**src/rtl/wdt_pkg.sv**
```systemverilog
package wdt_pkg;
    localparam logic [15:0] WR_KEY     = 16'h1234;
    localparam logic [7:0]  OFF_CFG    = 8'h04;
    localparam logic [7:0]  OFF_LOAD   = 8'h08;
    localparam logic [7:0]  OFF_KICK   = 8'h18;
    localparam logic [7:0]  OFF_START  = 8'h1C;
    localparam int          CFG_LSB    = 8;
    localparam int          KICK_GROUPS = 3;
    localparam logic [1:0]  CODE_RST   = 2'd1;

    // one strobe per refresh group; packed order puts group 2 at the msb
    typedef struct packed {
        logic cfg;
        logic cnt;
        logic irq;
    } kick_t;

    function automatic logic code_legal(input logic [1:0] c);
        return (c == 2'd1) || (c == 2'd2);
    endfunction
endpackage

```
**src/rtl/wdt_regs.sv**
```systemverilog
module wdt_regs
    import wdt_pkg::*;
#(
    parameter int ADDR_W = 8,
    parameter int DIV_W  = 8,
    parameter int CNT_W  = 16,
    parameter logic [DIV_W-1:0] DIV_RST  = 8'd15,
    parameter logic [CNT_W-1:0] LOAD_RST = 16'hFFFF
) (
    input  logic              clk,
    input  logic              rst,
    input  logic [ADDR_W-1:0] addr,
    input  logic              we,
    input  logic [31:0]       wdata,
    output logic [31:0]       rdata,
    output logic [DIV_W-1:0]  div_stage,
    output logic [CNT_W-1:0]  load_val,
    output logic              cnt_en,
    output logic [2*KICK_GROUPS-1:0] codes,
    output kick_t             kick
);
    localparam int CODES_W = 2 * KICK_GROUPS;

    logic keyed, kick_wr;
    logic [KICK_GROUPS-1:0] hit;
    logic [CODES_W-1:0]     codes_nx;

    assign keyed   = we && (wdata[31:16] == WR_KEY);
    assign kick_wr = keyed && (addr == ADDR_W'(OFF_KICK));

    for (genvar g = 0; g < KICK_GROUPS; g++) begin : g_grp
        logic [1:0] wr_c, cur_c;
        assign wr_c  = wdata[2*g+1 -: 2];
        assign cur_c = codes[2*g+1 -: 2];
        assign hit[g] = kick_wr && code_legal(wr_c) && (wr_c != cur_c);
        assign codes_nx[2*g+1 -: 2] = hit[g] ? wr_c : cur_c;
    end

    assign kick = kick_t'(hit);

    always_ff @(posedge clk) begin
        if (rst) begin
            div_stage <= DIV_RST;
            load_val  <= LOAD_RST;
            cnt_en    <= 1'b0;
            codes     <= {KICK_GROUPS{CODE_RST}};
        end else if (keyed) begin
            if (addr == ADDR_W'(OFF_CFG))   div_stage <= wdata[CFG_LSB +: DIV_W];
            if (addr == ADDR_W'(OFF_LOAD))  load_val  <= wdata[CNT_W-1:0];
            if (addr == ADDR_W'(OFF_START)) cnt_en    <= wdata[0];
            if (addr == ADDR_W'(OFF_KICK))  codes     <= codes_nx;
        end
    end

    always_comb begin
        rdata = '0;
        if (addr == ADDR_W'(OFF_CFG))        rdata[CFG_LSB +: DIV_W] = div_stage;
        else if (addr == ADDR_W'(OFF_LOAD))  rdata[CNT_W-1:0] = load_val;
        else if (addr == ADDR_W'(OFF_START)) rdata[0] = cnt_en;
        else if (addr == ADDR_W'(OFF_KICK))  rdata[CODES_W-1:0] = codes;
    end
endmodule

```
**src/rtl/wdt_prescale.sv**
```systemverilog
module wdt_prescale #(
    parameter int DIV_W = 8,
    parameter logic [DIV_W-1:0] DIV_RST = 8'd15
) (
    input  logic             clk,
    input  logic             rst,
    input  logic             en,
    input  logic             restart,
    input  logic             apply_cfg,
    input  logic [DIV_W-1:0] div_stage,
    output logic             tick
);
    logic [DIV_W-1:0] act_div;
    logic [DIV_W-1:0] pcnt;
    logic             at_end;

    // >= keeps the count bounded when a smaller divisor is applied mid-count
    assign at_end = (pcnt >= act_div);
    assign tick   = en && !restart && at_end;

    always_ff @(posedge clk) begin
        if (rst) begin
            act_div <= DIV_RST;
            pcnt    <= '0;
        end else begin
            if (apply_cfg) act_div <= div_stage;
            if (!en || restart || at_end) pcnt <= '0;
            else                          pcnt <= pcnt + 1'b1;
        end
    end
endmodule

```
**src/rtl/wdt_downcnt.sv**
```systemverilog
module wdt_downcnt #(
    parameter int CNT_W = 16,
    parameter logic [CNT_W-1:0] LOAD_RST = 16'hFFFF
) (
    input  logic             clk,
    input  logic             rst,
    input  logic             tick,
    input  logic             reload,
    input  logic             clr_irq,
    input  logic [CNT_W-1:0] load_val,
    output logic             irq_timeout,
    output logic             rst_req
);
    logic [CNT_W-1:0] cnt;
    logic             expire;

    assign expire = tick && !reload && (cnt == '0);

    always_ff @(posedge clk) begin
        if (rst) begin
            cnt         <= LOAD_RST;
            irq_timeout <= 1'b0;
            rst_req     <= 1'b0;
        end else begin
            rst_req <= expire;
            if (reload)             cnt <= load_val;
            else if (expire)        cnt <= load_val;
            else if (tick)          cnt <= cnt - 1'b1;
            if (expire)             irq_timeout <= 1'b1;
            else if (clr_irq)       irq_timeout <= 1'b0;
        end
    end
endmodule

```
**src/rtl/keyed_wdt.sv**
```systemverilog
module keyed_wdt
    import wdt_pkg::*;
#(
    parameter int ADDR_W = 8,
    parameter int DIV_W  = 8,
    parameter int CNT_W  = 16
) (
    input  logic              clk,
    input  logic              rst,
    input  logic [ADDR_W-1:0] bus_addr,
    input  logic              bus_we,
    input  logic [31:0]       bus_wdata,
    output logic [31:0]       bus_rdata,
    output logic              irq_timeout,
    output logic              rst_req
);
    localparam logic [DIV_W-1:0] DIV_RST  = DIV_W'(15);
    localparam logic [CNT_W-1:0] LOAD_RST = '1;

    logic [DIV_W-1:0]         div_stage;
    logic [CNT_W-1:0]         load_val;
    logic                     cnt_en;
    logic [2*KICK_GROUPS-1:0] codes;
    kick_t                    kick;
    logic                     tick;

    wdt_regs #(
        .ADDR_W(ADDR_W), .DIV_W(DIV_W), .CNT_W(CNT_W),
        .DIV_RST(DIV_RST), .LOAD_RST(LOAD_RST)
    ) u_regs (
        .clk(clk), .rst(rst), .addr(bus_addr), .we(bus_we), .wdata(bus_wdata),
        .rdata(bus_rdata), .div_stage(div_stage), .load_val(load_val),
        .cnt_en(cnt_en), .codes(codes), .kick(kick)
    );

    wdt_prescale #(.DIV_W(DIV_W), .DIV_RST(DIV_RST)) u_pre (
        .clk(clk), .rst(rst), .en(cnt_en), .restart(kick.cnt),
        .apply_cfg(kick.cfg), .div_stage(div_stage), .tick(tick)
    );

    wdt_downcnt #(.CNT_W(CNT_W), .LOAD_RST(LOAD_RST)) u_cnt (
        .clk(clk), .rst(rst), .tick(tick), .reload(kick.cnt),
        .clr_irq(kick.irq), .load_val(load_val),
        .irq_timeout(irq_timeout), .rst_req(rst_req)
    );
endmodule

```
**config.mk**
```make
export PLATFORM = sky130hd
export DESIGN_NAME = keyed_wdt
export DESIGN_NICKNAME = d
export VERILOG_FILES = /design/src/rtl/wdt_pkg.sv /design/src/rtl/wdt_regs.sv /design/src/rtl/wdt_prescale.sv /design/src/rtl/wdt_downcnt.sv /design/src/rtl/keyed_wdt.sv
export SDC_FILE = /design/constraint.sdc
export NUM_CORES = 1
export LEC_CHECK = 0
export ABC_AREA = 1
export BUFFER_PORTS_ARGS = -buffer_cell sky130_fd_sc_hd__buf_2
export CAP_MARGIN = 40
export CORE_ASPECT_RATIO = 0.8
export CORE_UTILIZATION = 47
export CTS_CLUSTER_DIAMETER = 60
export DETAILED_ROUTE_END_ITERATION = 10
export PLACE_DENSITY = 0.74
export SLEW_MARGIN = 20
export SYNTH_ARGS = -nofsm -noshare
export SYNTH_HDL_FRONTEND = slang
export SYNTH_SLANG_ARGS = --single-unit
```
**constraint.sdc**
```tcl
create_clock -name clk -period 2.3 [get_ports clk]
set_input_delay 0.115 -clock clk [delete_from_list [all_inputs] [get_ports clk]]
set_output_delay 0.115 -clock clk [all_outputs]
set_load 0.005 [all_outputs]
```
==> reports/qor.yml <==
synth_adder_area_share: 0.0313
required_ns: 2.55
synth_async_sr_flop_share: 0
grt_pass1_wl_um: 16500
crit_top_cell: "nand3_1"
min_period_ns: 2.06
cp-end-kind: "flop"
p_leak_nw: 2.34
track_usage: 0.235
drv_cap: 0
firstDrtPassIters: 5
p_sw_mw: 0.553
fmax_mhz: 486
postCtsSetupBuffers: 0
drc: 0
syn_inst: 561
crit_path_max_fanout: 16
cp-start-kind: "flop"
setup_viol: 0
pwr-share-clk: 0.469
slew_headroom: 0.664
htree_num_levels: 3
gr-total-overflow: 0
vias_per_cell: 5.26
num-nets-final: 675
synth_area_leaders: "dfxtp_1 (33%), nand2_1 (12%), inv_1 (8.0%)"
ys_warn_count: 0
ctsHoldBuffers: 0
post_synth.cell_area_avg_um2: 7.12
drive_gt1_frac: 0.188
min_path_type: "input pin to flop"
synthSimpleGateAreaFrac: 0.325
synth_area_um2: 3990
synthMuxAreaShare: 0
io_pins: 77
cts_buffers: 9
diodes: 0
intPower_mw: 1.81
cp_slowest_cell: "dfxtp_1"
ys_seq_area_frac: 0.326
min_period_over_period: 0.895
tns_ns: 0
yosys-top-cells-count: "nand2_1 (125), inv_1 (85), dfxtp_1 (65), nand3_1 (51), nor2_1 (49)"
wl_per_cell_um: 13.5
final_antenna_net_count: 0
chipWidth_um: 105
rsz0062_at_grt: "false"
start_util: 0.494
post-dp-hpwl_um: 7330
port_buffers: 60
dpl_worst_slack_ns: 0.265
fin_util: 0.558
cts.clk_slew.worst_paths_ns: 0.08
fillers: 757
synth_top_family_by_area: "simple AND/OR/NAND/NOR gates"
totalWireLength_um: 9910
core_um2: 8090
vias: 3864
worstPathArrival_ns: 2.31
ys_types: 44
drt-initial-drc-count: 355
synth_most_common_cell: "nand2_1"
grt_pass1_vias: 3452
rows: 29
antenna_found_initial: 0
grt_start_max_net_pins: 23
vdd_drop_max_mv: 0.325
skew_ns: 0.0111
tritoncts: "yes"
hold_viol: 0
design.die.area_um2: 8870
clkSinkCount: 65
area_growth_pct: 13.1
synth-compound-area-share: 0.137
synth-edff-count: 0
slew_viol_final: 0
cts-root-buf: "clkbuf_8"
dieHeight_um: 84.5
clock_latency_ns: 0.35
power_density_nw_per_um2: 523
worst_pin_slew_ns: 0.502
p_comb_frac: 0.055
cp_cell_sequence: "inv_1 -> ha_1 -> nand3_1 -> nor2_2 -> nand3_1 -> nor2_2 -> nand4_4 -> nand2_4 -> nand2_1 -> nand3_1 -> nand2_1"
post_cts_resized: 0
gp_congestion: 0.883
synth_top_area_frac: 0.326
power_switching_share: 0.234
ys_ff_latch: 65
status: "completed"
yosys.area.top_type: "dfxtp_1"
slowest_delay_ns: 0.33
synthXorXnorAreaFrac: 0.0329
power.share.sequential: 0.476
layout_setup_ws_ns: 0.241
cts_buffer_depth: 2
ys.flop_type: "dfxtp_1"
crit_type: "flop to flop"
[stage by stage]
stage | hold WS [ns] | instances | area (um2) | power, mW
detailed placement | 0.416 | 719 | 4300 | 1.28
CTS | 0.0505 | 735 | 4520 | 2.37
global placement | 0.411 | 719 | 4300 | 1.27
finish | 0.0600 | 735 | 4520 | 2.36
global route | 0.0568 | 735 | 4520 | 2.43
floorplan | 0.211 | 576 | 4050 | 1.23
[worst paths after layout]
check | startpoint | to | slack [ns] | depth (start not counted)
hold reg to reg | u_regs.load_val[13] | u_regs.load_val[13] | 0.46 | 2
setup reg to reg | u_cnt.cnt[0] | u_cnt.cnt[7] | 0.24 | 11
setup / recovery | u_cnt.cnt[0] | u_cnt.cnt[7] | 0.24 | 11
hold / removal | bus_wdata[14] | u_regs.load_val[14] | 0.06 | 3
[metal layers]
| metal | part of all wire | global-route usage |
|---|---|---|
| met4 | 0.012 | 0.0653 |
| met5 | 0 | 0 |
| met3 | 0.068 | 0.0598 |
| met1 | 0.49 | 0.330 |
| met2 | 0.43 | 0.358 |
[flip-flops by register name, indices dropped and copies added (netlist names)]
| register | flops |
|---|---|
| u_cnt.cnt | 16 |
| u_regs.load_val | 16 |
| u_pre.act_div | 8 |
| u_pre.pcnt | 8 |
| u_regs.div_stage | 8 |
| u_regs.codes | 6 |
| u_cnt.irq_timeout | 1 |
| u_cnt.rst_req | 1 |
| u_regs.cnt_en | 1 |
[power groups by stage]
stage / registers (mW) / clock network [mW] / logic [mW]
global route: 1.12 / 1.17 / 0.143
detailed placement: 1.15 / 0 / 0.128
global placement: 1.15 / 0 / 0.124
floorplan: 1.15 / 0 / 0.0835
CTS: 1.12 / 1.12 / 0.128
finish: 1.12 / 1.11 / 0.129
[critical path, delay by kind of cell, from the launching register on]
kind	cells	cell delay [ns]
buffers and inverters	1	0.09
flip-flops	1	0.33
AND/OR/NAND/NOR	9	1.34
adder cells (fa/ha/maj)	1	0.21
[cell usage in the layout (no fill, tap or decap), types with 3 or more instances in the layout]
cell type,instances
inv_1,85
buf_4,9
nand2_1,125
nor2_1,49
ha_1,10
nand4_1,12
nand3_1,51
a21oi_1,14
xor2_1,11
nor3_1,7
o211ai_1,7
o32ai_1,4
buf_2,60
nand2_2,3
o211ai_2,10
conb_1,16
o21ai_0,15
xnor2_1,4
nor2_2,5
a31oi_1,17
dfxtp_1,65
clkbuf_8,10
o22ai_1,4
[cells by family (layout without fill, tap and decap cells)]
kind of cell               Yosys count  in the layout
adders and majority gates           10             10
AOI/OAI and AO/OA                   78             78
other                                1             16
DFF                                 65             65
buffers and inverters              122            173
and+or+nand+nor                    270            270
xor gates and xnor gates            15             15
[layout make-up]
type / count / area, um2 / share of cell area
Clock inverter: 5 / 78.8 / 0.0175
Sequential cell: 65 / 1300 / 0.288
Multi-Input combinational cell: 389 / 2160 / 0.478
Inverter: 88 / 333 / 0.0737
Timing Repair Buffer: 69 / 368 / 0.0814
Clock buffer: 11 / 141 / 0.0313
Tap cell: 108 / 135 / 0.0299
Power figures use the tool's default switching activity.
